--- src/rtl/vlic_pkg.sv ---
package vlic_pkg;

    typedef enum logic [1:0] {
        ST_IDLE = 2'd0,
        ST_REQ  = 2'd1,
        ST_LIC  = 2'd2,
        ST_HOLD = 2'd3
    } lic_state_e;

    localparam int WCODE_W = 2;
    localparam logic [WCODE_W-1:0] WCODE_MIN_HEAVY = 2'd1;

endpackage

--- src/rtl/vlic_heavy_detect.sv ---
module vlic_heavy_detect
    import vlic_pkg::*;
(
    input  logic               op_valid,
    input  logic               op_vec,
    input  logic [WCODE_W-1:0] op_wcode,
    output logic               heavy
);
    // Scalar-width operations in vector encoding are excluded by the width floor.
    always_comb begin
        heavy = op_valid && op_vec && (op_wcode >= WCODE_MIN_HEAVY);
    end
endmodule

--- src/rtl/vlic_pacer.sv ---
module vlic_pacer #(
    parameter int PACE_W = 4
) (
    input  logic              clk,
    input  logic              rst_n,
    input  logic [PACE_W-1:0] pace_cfg,
    input  logic              accept,
    output logic              ready
);
    logic [PACE_W-1:0] gap_q;
    logic [PACE_W-1:0] reload;

    always_comb begin
        reload = (pace_cfg == '0) ? '0 : pace_cfg - 1'b1;
        ready  = (gap_q == '0);
    end

    always_ff @(posedge clk) begin
        if (!rst_n) begin
            gap_q <= '0;
        end else if (accept) begin
            gap_q <= reload;
        end else if (gap_q != '0) begin
            gap_q <= gap_q - 1'b1;
        end
    end
endmodule

--- src/rtl/vlic_quiet_timer.sv ---
module vlic_quiet_timer #(
    parameter int HOLD_CYC = 2_000_000
) (
    input  logic clk,
    input  logic rst_n,
    input  logic run,
    output logic expire
);
    localparam int CNT_W = $clog2(HOLD_CYC + 1);
    localparam logic [CNT_W-1:0] LAST = CNT_W'(HOLD_CYC - 1);

    logic [CNT_W-1:0] cnt_q;

    always_comb begin
        expire = run && (cnt_q == LAST);
    end

    always_ff @(posedge clk) begin
        if (!rst_n) begin
            cnt_q <= '0;
        end else if (!run || expire) begin
            cnt_q <= '0;
        end else begin
            cnt_q <= cnt_q + 1'b1;
        end
    end
endmodule

--- src/rtl/vlic_ctrl.sv ---
module vlic_ctrl
    import vlic_pkg::*;
#(
    parameter int PACE_W   = 4,
    parameter int HOLD_CYC = 2_000_000
) (
    input  logic              clk,
    input  logic              rst_n,
    input  logic              op_valid,
    input  logic              op_vec,
    input  logic [1:0]        op_wcode,
    input  logic [PACE_W-1:0] pace_cfg,
    input  logic              pc_ack,
    output logic              volt_req,
    output logic              vec_throttle,
    output logic              heavy_issue_ok,
    output logic              freq_cap_sel,
    output logic [1:0]        lic_mode
);
    lic_state_e state_q, state_d;
    logic heavy, accept, pace_ready, quiet_run, quiet_done;

    vlic_heavy_detect u_detect (
        .op_valid (op_valid),
        .op_vec   (op_vec),
        .op_wcode (op_wcode),
        .heavy    (heavy)
    );

    vlic_pacer #(.PACE_W(PACE_W)) u_pacer (
        .clk      (clk),
        .rst_n    (rst_n),
        .pace_cfg (pace_cfg),
        .accept   (accept),
        .ready    (pace_ready)
    );

    vlic_quiet_timer #(.HOLD_CYC(HOLD_CYC)) u_timer (
        .clk    (clk),
        .rst_n  (rst_n),
        .run    (quiet_run),
        .expire (quiet_done)
    );

    always_comb begin
        accept    = heavy && heavy_issue_ok;
        quiet_run = ((state_q == ST_LIC) || (state_q == ST_HOLD)) && !heavy;
    end

    // State register
    always_ff @(posedge clk) begin
        if (!rst_n) begin
            state_q <= ST_IDLE;
        end else begin
            state_q <= state_d;
        end
    end

    // Transitions: enter, grant, quiet, resume, expire
    always_comb begin
        state_d = state_q;
        unique case (state_q)
            ST_IDLE: if (heavy)      state_d = ST_REQ;
            ST_REQ:  if (pc_ack)     state_d = ST_LIC;
            ST_LIC: begin
                if (heavy)           state_d = ST_LIC;
                else if (quiet_done) state_d = ST_IDLE;
                else                 state_d = ST_HOLD;
            end
            ST_HOLD: begin
                if (heavy)           state_d = ST_LIC;
                else if (quiet_done) state_d = ST_IDLE;
            end
            default:                 state_d = ST_IDLE;
        endcase
    end

    // Outputs
    always_comb begin
        volt_req       = 1'b0;
        vec_throttle   = 1'b0;
        heavy_issue_ok = 1'b1;
        freq_cap_sel   = 1'b1;
        unique case (state_q)
            ST_IDLE: freq_cap_sel = 1'b0;
            ST_REQ: begin
                volt_req       = 1'b1;
                vec_throttle   = 1'b1;
                heavy_issue_ok = pace_ready;
            end
            ST_LIC, ST_HOLD: ;
            default: freq_cap_sel = 1'b0;
        endcase
        lic_mode = state_q;
    end
endmodule

--- config.mk ---
export PLATFORM = sky130hd
export DESIGN_NAME = vlic_ctrl
export DESIGN_NICKNAME = d
export VERILOG_FILES = /design/src/rtl/vlic_pkg.sv /design/src/rtl/vlic_heavy_detect.sv /design/src/rtl/vlic_pacer.sv /design/src/rtl/vlic_quiet_timer.sv /design/src/rtl/vlic_ctrl.sv
export SDC_FILE = /design/constraint.sdc
export NUM_CORES = 1
export LEC_CHECK = 0
export BUFFER_PORTS_ARGS = -buffer_cell sky130_fd_sc_hd__buf_2
export CELL_PAD_IN_SITES_DETAIL_PLACEMENT = 1
export CELL_PAD_IN_SITES_GLOBAL_PLACEMENT = 1
export CORE_AREA = 2 2 59 61
export DETAILED_ROUTE_END_ITERATION = 6
export DIE_AREA = 0 0 61 63
export PLACE_DENSITY_LB_ADDON = 0.1
export SLEW_MARGIN = 20
export SYNTH_ARGS = -nofsm -noshare
export SYNTH_HDL_FRONTEND = slang
export SYNTH_SLANG_ARGS = --single-unit
--- constraint.sdc ---
create_clock -name clk -period 5.2 [get_ports clk]
set_input_delay 0 -clock clk [delete_from_list [all_inputs] [get_ports clk]]
set_output_delay 0 -clock clk [all_outputs]
set_load 0.1 [all_outputs]
Word-level counts from Yosys, hierarchy flattened
Cells that the tools add are included.

storage, ports and cells
  bits of input ports = 11
  output and inout bits = 6
  word-level logic and storage cells = 44
  register bits = 27

cells by class
  $lt $le $gt $ge = 1
  bitwise gates (word level) = 1
  eq/ne operators = 7
  reduce and logical (&&, ||, !) cells = 16
  multiplexer cells = 13
  add/sub/neg operators = 3

operators by type and width
  cell                                                                      number
  21-bit by 1-bit adder with 21-bit output (second input constant)          1
  21-bit == test (second input constant)                                    1
  2-bit 2-to-1 mux                                                          6
  4-bit 2-to-1 mux                                                          3
  4-bit zero test                                                           2
  2-bit one-hot mux with 4 select lines                                     1
  4-bit by 1-bit subtractor with 4-bit output (second input constant)       2
  1-bit logical AND                                                         5
  2-bit == test (second input constant)                                     2
  2-bit inequality test (second input constant)                             2
  4-bit nonzero test                                                        1
  1-bit 2-to-1 mux                                                          3
  3-bit by 2-bit inequality test with 1-bit output (second input constant)  1
  3-bit AND reduction                                                       1
  2-bit by 1-bit == test with 1-bit output (second input constant)          1
  2-bit by 1-bit >= comparator with 1-bit output (second input constant)    1
  1-bit zero test                                                           2
  2-bit zero test                                                           1
  1-bit logical OR                                                          2
  2-bit nonzero test                                                        1
  2-bit OR reduction                                                        1
  1-bit inverter                                                            1

Depth between registers and ports, before layout
Gate-level depths: netlist (run 1).

  depth in word-level cells = 8
  gate-level depth with buffers = 6
  mapped depth without buffers = 6

By module
From an unflattened synthesis (run 1), not the netlist that was laid out.

second synthesis, totals
  cells, all modules = 162
  area total of the unflattened synthesis = 1427.6 um^2

by module, submodules not included
  module             cells each  instances  area each (um^2)
  vlic_quiet_timer   112         1          1008.5
  vlic_pacer         34          1          281.5
  vlic_ctrl          15          1          127.6
  vlic_heavy_detect  1           1          10.0

Worst setup path after synthesis (run 1)
No wires, ideal clock.

  kind = reg2reg
  start point = register state_q[0], in the netlist lic_mode[0]
  end point = register u_pacer.gap_q[1]
  path slack = 1.029 ns
  stages on the path, launching flop included = 4
  library setup time = 0.088 ns
  path buffers = 0
  data arrival time = 4.083 ns
  path through = dfxtp_1 nor2b_1 nand2_1 a21oi_1

between the ends
  word-level cells in the longest chain between the ends = 4
  elaborated cells on any way between the ends = 5
  those cells by class = eq/ne (1); mux (2); reduce/logical (2)

RTL lines
  item                                                           RTL line          RTL
  from (decl)                                                    vlic_ctrl.sv:20   lic_state_e state_q, state_d;
  from (signal assigned)                                         vlic_ctrl.sv:55   state_q <= state_d;
  2-bit by 1-bit == test with 1-bit output *                     vlic_ctrl.sv:84   unique case (state_q)
  1-bit 2-to-1 mux *                                             vlic_ctrl.sv:84
  net heavy_issue_ok                                             vlic_ctrl.sv:16   output logic heavy_issue_ok,
  1-bit logical AND *                                            vlic_ctrl.sv:46   accept = heavy && heavy_issue_ok;
  4-bit 2-to-1 mux / 2-bit nonzero test (equally long branches)  --
  to (signal assigned)                                           vlic_pacer.sv:22  gap_q <= reload;
  to (signal assigned)                                           vlic_pacer.sv:24  gap_q <= gap_q - 1'b1;
  to (decl)                                                      vlic_pacer.sv:10  logic [PACE_W-1:0] gap_q;

The timed path passes the listed nets; every way through them passes the cells marked *.
A chain may end at the register's enable or synchronous reset.

Worst setup path in the final report (run 1)
  start point = register u_timer.cnt_q[11]
  end point = register u_timer.cnt_q[6]

between the ends
  word-level cells in the longest chain between the ends = 4

RTL lines
  item                          RTL line                RTL
  from (decl)                   vlic_quiet_timer.sv:12  logic [CNT_W-1:0] cnt_q;
  from (signal assigned)        vlic_quiet_timer.sv:24  cnt_q <= cnt_q + 1'b1;
  21-bit == test                vlic_quiet_timer.sv:15  expire = run && (cnt_q == LAST);
  1-bit logical AND             vlic_quiet_timer.sv:15
  1-bit logical OR              vlic_quiet_timer.sv:21  end else if (!run || expire) begin
  2-bit OR reduction (no line)  --

No other way between the ends.

==> impl_metrics.toml, run 1 <==
[status]
status = "finished, final reports clean"

[critical_path]
worstSetupPathType = "reg -> reg"
start_kind = "register"
worstPathRequired_ns = 5.39
reg2reg_depth = 4
cp.arrival_ns = 2.37
rr_startpoint = "u_timer.cnt_q[11]"
reg2reg_setup_slack_ns = 3.03
end_kind = "register"
critPathMaxFanout = 21
r2r-end = "u_timer.cnt_q[6]"

[grt]
track_usage = 0.179
grt_max_degree = 22
gr-usage-met1 = 0.238
grt_pass1_wl_mm = 5.43
antenna_found_initial = 0
grt_pass1_vias = 1232
busiest_layer = "met2"
grtUsageMet2 = 0.292
overflow = 0
use_met3 = 0.0248

[logic_synthesis]
synthCells = 160
synth_top_area_frac = 0.396
synth-seq-cells = 27
synth_top_family_by_area = "simple AND/OR/NAND/NOR gates"
yosysTopAreaCell = "dfxtp_1"
synth_xor_area_frac = 0.0962
yosysWarnings = 0
synth_compound_area_frac = 0.152
ys_types = 38
yosys.area_share.simple = 0.297
synth-edff-count = 0
synth_mux_area_frac = 0.00824
synth_area_mm2 = 0.00137
yosys-top-cells-area = "dfxtp_1 (40%), xnor2_1 (6.4%), nor2_1 (5.2%), a21oi_1 (3.7%), nand3_1 (3.3%)"
yosysSeqAreaShare = 0.396
syn_area_per_cell_um2 = 8.54
postSynth.asyncResetShare = 0
syn-num-nets = 173
synthAdderAreaFrac = 0.0183
ys.flop_type = "dfxtp_1"

[sta]
period_minus_slack_ns = 2.17
slew_headroom = 0.561
clock.fmax_ghz = 0.460
slew_violations = 0
grt_setup_unrepaired = "false"
final-hold-violation-count = 0
tightest_slew_ns = 0.658
setup_viol = 0
skew_ns = 0.00774
finalSetupTns_ns = 0
post-route-period-util = 0.418

[floorplan]
initial_core_util = 0.423
dieArea_mm2 = 0.00384
die_w_um = 61
row_count = 21
core_mm2 = 0.00323
die_h_um = 63
ios = 17

[worst_hold_path]
hold_depth = 4
min_to = "lic_mode[1]"
min_from = "pc_ack"
hp-class = "in -> reg"

[finish]
fin_nets = 191
fill_cells = 406
mostFrequentLayoutCell = "dfxtp_1"
drive_above_1_share = 0.164
antenna_cells = 0
syn2layout_area_growth_pct = 11.1
final_cell_mix = "dfxtp_1 (27), nor2_1 (19), buf_2 (16), nand2_1 (11)"

[drt]
routed_via_density = 5.46
drc = 0
drt-wirelength-per-cell_um = 13.6
routed_wl_mm = 3.02
vias = 1218
ant_nets = 0
drt_first_pass_iters = 4
drt_iter0_markers = 39

[clock_tree]
clock-sinks = 27
cts.htree.levels = 1
cts-root-buf = "clkbuf_4"
cts.path.max_buffers = 2
cts_tree = "done"
path_clk_slew_ns = 0.14
cts.repair.resized = 0
clock_latency_ns = 0.32
numCtsBuffers = 3

[run]
cap_violations = 0

[placed_design]
portBuffers = 16
routabilityCongestion = 0.799
dp_hpwl_mm = 2.34

[power_and_ir_drop]
powerDensity_mw_per_mm2 = 318
p_total_w = 0.000482
power.leakage_nw = 0.518
ir_worst_vdd_uv = 149
[per-stage QoR]
step                      cell area (um2)  hold WS (ns)  setup slack, ns  cells   util
after floorplan                      1370         0.118             1.03    160      -
after detailed placement             1480         0.310             3.04    218  0.458
final                                1520        0.0831             3.03    223  0.470
after CTS                            1520        0.0713             3.01    223  0.470
after global routing                 1520        0.0596             2.73    223  0.470
after global placement               1480         0.307             3.04    218  0.458
[critical path: stages, from the launching register on]
cell and delay [ns]:
dfxtp_1 0.39, or4_1 0.56, nor4_1 0.36, a21o_1 0.62, nor2_1 0.11
[sequential cells by signal, summed over array words and instances (netlist names)]
name	cells
lic_mode	2
u_pacer.gap_q	4
u_timer.cnt_q	21
[per-layer routing]
layer	up-vias	wire length, um	share of wire
met4	0	53	0.018
met1	577	1500	0.49
met3	6	95	0.031
met5	-	0	0
li1	611	-	-
met2	24	1380	0.46
[Yosys cell counts (all sizes together) (2+ instances only)]
cell type and n:
o211ai 2, dfxtp 27, nor2 19, or3b 3
nand3 9, a21oi 10, or3 5, or4 4
inv 6, a21o 3, or2 2, xnor2 10
o31ai 4, o22ai 2, nor4 5, ha 2
and4 2, nor4b 2, o21ai 7, and2 2
nor3 3, buf 3, nand4 3, xor2 5
nand2 11
[kinds of logic after synthesis]
kind of cell             Yosys count
buffers and inverters             10
AND/OR/NAND/NOR                   72
multiplexers                       1
adder cells (fa/ha/maj)            2
flip-flops                        27
XOR/XNOR                          15
AO/OA/AOI/OAI                     33
[worst max-delay path by stage]
stage | cells after the start | to | start
3_5_place_dp | 4 | u_timer.cnt_q[6] | u_timer.cnt_q[11]
4_1_cts | 4 | u_timer.cnt_q[6] | u_timer.cnt_q[11]
2_1_floorplan | 3 | u_pacer.gap_q[1] | lic_mode[0]
3_3_place_gp | 4 | u_timer.cnt_q[4] | u_timer.cnt_q[11]
6_report | 4 | u_timer.cnt_q[6] | u_timer.cnt_q[11]
5_1_grt | 5 | u_timer.cnt_q[4] | u_timer.cnt_q[0]
[final cells by class]
class / instances / area [um2] / share of cell area
multi-input cells: 123 / 781 / 0.514
flip-flops and latches: 27 / 541 / 0.356
repair buffers: 17 / 90.1 / 0.0594
well taps: 46 / 57.6 / 0.0379
clock buffers: 4 / 26.3 / 0.0173
inverters: 6 / 22.5 / 0.0148
[timing repair]
item | in CTS | in global routing
hold endpoints to repair | 6 | 0
hold buffers | 1 | 0
setup buffers | 0 | 0
[power by group]
part	internal, W	switching [W]
Clock	0.0000300	0.0000574
Sequential	0.000224	0.0000140
Combinational	0.0000627	0.0000942
Power figures use the tool's default switching activity.
==> run 2, diff against run 1 <==
--- a/config.mk
+++ b/config.mk
@@ -5,12 +5,13 @@
 export SDC_FILE = /design/constraint.sdc
 export NUM_CORES = 1
 export LEC_CHECK = 0
+export ABC_AREA = 1
 export BUFFER_PORTS_ARGS = -buffer_cell sky130_fd_sc_hd__buf_2
 export CELL_PAD_IN_SITES_DETAIL_PLACEMENT = 1
 export CELL_PAD_IN_SITES_GLOBAL_PLACEMENT = 1
-export CORE_AREA = 2 2 59 61
+export CORE_AREA = 2 2 69 71
 export DETAILED_ROUTE_END_ITERATION = 6
-export DIE_AREA = 0 0 61 63
+export DIE_AREA = 0 0 71 73
 export PLACE_DENSITY_LB_ADDON = 0.1
 export SLEW_MARGIN = 20
 export SYNTH_ARGS = -nofsm -noshare
==> constraint.sdc (replaced) <==
create_clock -name clk -period 1.9 [get_ports clk]
set_input_delay 0 -clock clk [delete_from_list [all_inputs] [get_ports clk]]
set_output_delay 0 -clock clk [all_outputs]
set_load 0.1 [all_outputs]
==> run 2 against run 1 <==
  * Non-clock buffer count grew 2
  * Combinational power increased to 3.0 times the previous value
  * Critical path type is now reg -> out
  * Clock-buffer cell count is 1 lower
  * Clock power rose to 4.0 times the previous value
  * Cell count increased by 38%
  * Largest cell class unchanged
  * Sequential share of layout area shrank 6.0 points
  * Area after synthesis grew 16%
  * Setup slack worse by 2.8 ns
  * Clock skew is 0.0036 ns lower
==> impl_metrics.toml, run 2 <==
[grt]
grt_pass1_vias = 1516
use_met3 = 0.0207
gr-usage-met1 = 0.198
busiest_layer = "met2"
grtUsageMet2 = 0.292
track_usage = 0.161
grt_pass1_wl_mm = 6.68
overflow = 0
antenna_found_initial = 0
grt_max_degree = 22

[placed_design]
dp_hpwl_mm = 2.98
dpl_cell_area_mm2 = 0.00177
routabilityCongestion = 0.753
dp.cells = 302
portBuffers = 16

[logic_synthesis]
synth_mux_area_frac = 0
yosysTopAreaCell = "dfxtp_1"
yosys.area_share.simple = 0.400
synthTopCellsByCount = "nand2_1 (47), nor2_1 (38), inv_1 (34)"
synth_top_family_by_area = "simple AND/OR/NAND/NOR gates"
yosysSeqAreaShare = 0.340
synthAdderAreaFrac = 0.0157
syn-num-nets = 247
synth_area_mm2 = 0.00159
synthCells = 234
synth_compound_area_frac = 0.0906
yosysMostFrequentCell = "nand2_1"
syn_area_per_cell_um2 = 6.79
yosys-top-cells-area = "dfxtp_1 (34%), nand2_1 (11%), nor2_1 (9.0%), inv_1 (8.0%), a21oi_1 (5.0%)"
postSynth.asyncResetShare = 0
synth_xor_area_frac = 0.0496
yosysWarnings = 0
synth_top_area_frac = 0.340
synth-edff-count = 0
ys.flop_type = "dfxtp_1"
ys_types = 28
synth-seq-cells = 27

[critical_path]
critical-path-max-stage-delay_ns = 0.43
path_cells = "inv_1 > ha_1 > nand3_1 > nand2_8 > buf_2"
cp.arrival_ns = 1.70
start_kind = "register"
critPathMaxFanout = 3
cp_num_buf_inv = 2
cp_top_family = "buffers and inverters"
slowest_stage = "buf_2"
cp.depth = 5
end_kind = "output pin"
worstSetupPathType = "reg -> out"
reg2reg_depth = 7
worstPathRequired_ns = 1.90

[clock_tree]
cts_setup_buffers = 0
holdBufCountCts = 2
cts.path.max_buffers = 2
cts.repair.resized = 0
clock_latency_ns = 0.28
cts.htree.levels = 1
cts-root-buf = "clkbuf_8"
clock-sinks = 27
cts_tree = "done"
path_clk_slew_ns = 0.10
numCtsBuffers = 3

[finish]
final_cells = 308
top_register = "u_timer.cnt_q"
drive_above_1_share = 0.197
antenna_cells = 0
mostFrequentLayoutCell = "nand2_1"
largest_reg_flops = 21
final_cell_mix = "nand2_1 (45), nor2_1 (38), inv_1 (31), dfxtp_1 (25)"
final_core_util = 0.406
syn2layout_area_growth_pct = 15.7
fin_nets = 268
fin_area_mm2 = 0.00184
fill_cells = 604

[floorplan]
row_count = 25
die_w_um = 71
dieArea_mm2 = 0.00518
initial_core_util = 0.350
die_h_um = 73
core_mm2 = 0.00454
ios = 17

[sta]
post-route-period-util = 0.897
slew_violations = 0
hold_ws_ns = 0.0176
clock.fmax_ghz = 0.587
setup_viol = 0
period_minus_slack_ns = 1.70
skew_ns = 0.00417
final-hold-violation-count = 0
slew_headroom = 0.679
grt_setup_unrepaired = "false"
tightest_slew_ns = 0.484

[drt]
routed_wl_mm = 3.72
drt-wirelength-per-cell_um = 12.1
ant_nets = 0
drt_iter0_markers = 19
vias = 1487
routed_via_density = 4.83
drc = 0
drt_first_pass_iters = 4

[power_and_ir_drop]
power.leakage_nw = 0.682
ir_worst_vdd_uv = 514
powerDensity_mw_per_mm2 = 788

[worst_hold_path]
hold_depth = 3
hp-class = "in -> reg"

[status]
status = "finished, final reports clean"

[run]
cap_violations = 0
## run 2: cell types whose count changed after synthesis, moves of 5 or more
cell	previous run	this run
xnor2_1	10	1
nand2_1	11	47
nor2_2	0	7
a21oi_1	10	16
nor4_1	5	0
nor2_1	19	38
inv_1	6	34
## run 2: power by group
group	internal, W	total, W	switching (W)
combinational	0.000144	0.000468	0.000325
sequential	0.000611	0.000632	0.0000207
clock	0.000151	0.000350	0.000199
total	0.000905	0.00145	0.000544
## run 2: worst paths after layout
check                                        from                end  slack (ns)
worst max-delay path             u_pacer.gap_q[0]     heavy_issue_ok        0.20
worst min-delay path                  pace_cfg[0]   u_pacer.gap_q[0]        0.02
worst max register to register   u_timer.cnt_q[0]   u_timer.cnt_q[9]        0.32
worst min register to register  u_timer.cnt_q[20]  u_timer.cnt_q[20]        0.49
## run 2: stage by stage
stage / setup slack, ns / setup TNS, ns / total power (W)
2_1_floorplan: -0.130 / -0.415 / 0.00103
3_3_place_gp: 0.361 / 0 / 0.00111
3_5_place_dp: 0.317 / 0 / 0.00111
4_1_cts: 0.171 / 0 / 0.00148
5_1_grt: 0.0686 / 0 / 0.00156
6_report: 0.195 / 0 / 0.00145
## run 2: final cells by class
class                   instances  area [um2]  area share
well taps                      54        67.6      0.0367
inverters                      36         141      0.0769
repair buffers                 19         120      0.0653
flip-flops and latches         27         546       0.297
clock inverters                 1        6.26     0.00340
clock buffers                   3        41.3      0.0224
multi-input cells             168         917       0.499
## run 2: metal layers
| layer | vias up | wire length [um] |
|---|---|---|
| met2 | 18 | 1800 |
| li1 | 776 | - |
| met1 | 688 | 1770 |
| met3 | 5 | 91 |
| met4 | 0 | 51 |
| met5 | - | 0 |
## run 2: worst reg2reg max path: cells and delay by family (launching register included)
kind	cells	cell delay, ns
buffers and inverters	1	0.16
AO/OA/AOI/OAI	1	0.06
adder cells (fa/ha/maj)	1	0.23
flip-flops	1	0.44
AND/OR/NAND/NOR	4	0.57
## run 2: cells by family (layout without fill, tap and decap cells)
| logic type | Yosys count | in the layout |
|---|---|---|
| flops | 27 | 27 |
| buf+inv | 39 | 59 |
| compound gates | 28 | 28 |
| fa+ha+maj | 2 | 2 |
| simple gates | 129 | 129 |
| xor+xnor | 9 | 9 |
==> run 3, diff against run 2 <==
--- a/config.mk
+++ b/config.mk
@@ -7,13 +7,10 @@
 export LEC_CHECK = 0
 export ABC_AREA = 1
 export BUFFER_PORTS_ARGS = -buffer_cell sky130_fd_sc_hd__buf_2
-export CELL_PAD_IN_SITES_DETAIL_PLACEMENT = 1
-export CELL_PAD_IN_SITES_GLOBAL_PLACEMENT = 1
-export CORE_AREA = 2 2 69 71
+export CORE_AREA = 2 2 62 64
 export DETAILED_ROUTE_END_ITERATION = 6
-export DIE_AREA = 0 0 71 73
-export PLACE_DENSITY_LB_ADDON = 0.1
-export SLEW_MARGIN = 20
+export DIE_AREA = 0 0 64 66
+export PLACE_DENSITY = 0.66
 export SYNTH_ARGS = -nofsm -noshare
 export SYNTH_HDL_FRONTEND = slang
 export SYNTH_SLANG_ARGS = --single-unit
==> run 3 against run 2 <==
  * Fmax is 1.6% higher
  * Clock-buffer cell count stayed put
  * Clock power is 27% lower
  * Sequential share of layout area is 0.24 points higher
  * Critical path depth is 1 higher
  * Register-to-register slack worse by 0.098 ns
  * Critical path type is now reg -> reg
  * Critical endpoint is now u_timer.cnt_q[11]
  * Largest cell class unchanged
==> impl_metrics.toml, run 3 (synthesis gave the netlist of run 2 again) <==
[status]
status = "finished, final reports clean"

[finish]
final_core_util = 0.514
antenna_cells = 0
fin_nets = 270
syn2layout_area_growth_pct = 14.8
drive_above_1_share = 0.191
top_register = "u_timer.cnt_q"
seq_area_um2 = 546
multi_input_area_um2 = 917
mostFrequentLayoutCell = "nand2_1"
final_cell_mix = "nand2_1 (45), nor2_1 (38), inv_1 (31), dfxtp_1 (25), a21oi_1 (16)"
fill_cells = 369
final_cells = 304
fin_area_mm2 = 0.00182
largest_reg_flops = 21

[clock_tree]
path_clk_slew_ns = 0.15
cts_tree = "done"
clock_latency_ns = 0.33
numCtsBuffers = 3
cts_setup_buffers = 0
cts-root-buf = "clkbuf_4"
cts.path.max_buffers = 2
cts.htree.levels = 1
clock-sinks = 27

[placed_design]
portBuffers = 16
dp.cells = 295
dp_hpwl_mm = 2.33
routabilityCongestion = 0.840
dpl_cell_area_mm2 = 0.00174

[sta]
final-hold-violation-count = 0
skew_ns = 0.00589
tightest_slew_ns = 0.491
finalSetupTns_ns = 0
clock.fmax_ghz = 0.596
slew_violations = 0
post-route-period-util = 0.883
grt_setup_unrepaired = "false"
slew_headroom = 0.675
setup_viol = 0
hold_ws_ns = 0.0991
period_minus_slack_ns = 1.68

[floorplan]
core_mm2 = 0.00355
die_h_um = 66
ios = 17
dieArea_mm2 = 0.00422
row_count = 22
die_w_um = 64
initial_core_util = 0.447

[power_and_ir_drop]
power.leakage_nw = 0.677
powerDensity_mw_per_mm2 = 744
ir_worst_vdd_uv = 502

[grt]
track_usage = 0.158
grt_max_degree = 22
antenna_found_initial = 0
grt_pass1_vias = 1231
grt_pass1_wl_mm = 5.26
overflow = 0

[drt]
vias = 1444
routed_via_density = 4.75
drc = 0
drt-wirelength-per-cell_um = 10.3
ant_nets = 0
drt_first_pass_iters = 5
drt_iter0_markers = 67
routed_wl_mm = 3.15

[critical_path]
critPathMaxFanout = 21
worstPathRequired_ns = 2.12
cp.arrival_ns = 1.90
start_kind = "register"
worstSetupPathType = "reg -> reg"
end_kind = "register"

[worst_hold_path]
hp-class = "in -> reg"

[run]
cap_violations = 0
-- run 3: cell types whose count changed in the layout (fill, tap and decap cells not counted) --
| cell | delta |
|---|---|
| buf_2 | -1 |
| inv_4 | -1 |
| dlygate4sd3_1 | +3 |
| clkbuf_4 | +4 |
| clkinv_2 | +1 |
| clkbuf_8 | -3 |
| buf_12 | -1 |
-- run 3: per-stage QoR --
step / power (W) / worst slack [ns]
floorplan: 0.00103 / -0.130
global placement: 0.00110 / 0.265
detailed placement: 0.00110 / 0.216
CTS: 0.00137 / 0.0984
global route: 0.00144 / 0.0269
finish: 0.00136 / 0.222
-- run 3: area by class of cell --
cell class,instances,area share
multi-input cells,168,0.503
flip-flops and latches,27,0.299
inverters,36,0.0775
repair buffers,21,0.0727
well taps,48,0.0329
clock buffers,3,0.0123
clock inverters,1,0.00274
-- run 3: routing by layer --
metal,share of wire,vias up,global-route usage
met2,0.45,26,0.260
met4,0.019,0,0.0815
met3,0.029,4,0.0221
met1,0.50,631,0.201
li1,-,783,-
met5,0,-,0
-- run 3: power by group --
part | internal (W) | switching (W) | leakage, nW
logic | 0.000147 | 0.000321 | 0.440
registers | 0.000612 | 0.0000203 | 0.220
clock network | 0.0000793 | 0.000178 | 0.0177
total | 0.000838 | 0.000519 | 0.677
-- run 3: worst paths after layout --
| kind | from | cells after the start | slack [ns] | to |
|---|---|---|---|---|
| max | u_timer.cnt_q[0] | 6 | 0.22 | u_timer.cnt_q[11] |
| min | pace_cfg[1] | 5 | 0.1 | u_pacer.gap_q[2] |
| max reg2reg | u_timer.cnt_q[0] | 6 | 0.22 | u_timer.cnt_q[11] |
| min reg2reg | u_timer.cnt_q[20] | 2 | 0.49 | u_timer.cnt_q[20] |
-- run 3: timing repair --
item	CTS	global route
hold endpoints to repair	6	0
gates resized for setup	0	1
endpoints found under the setup margin	0	1
hold buffers	5	0
-- run 3: worst max-delay path, cell delays in order (launching register included) --
cell	delay, ns
dfxtp_1	0.44
ha_1	0.23
nand3_2	0.15
nor2_4	0.21
nand3_4	0.10
nand3_2	0.34
a21oi_1	0.08
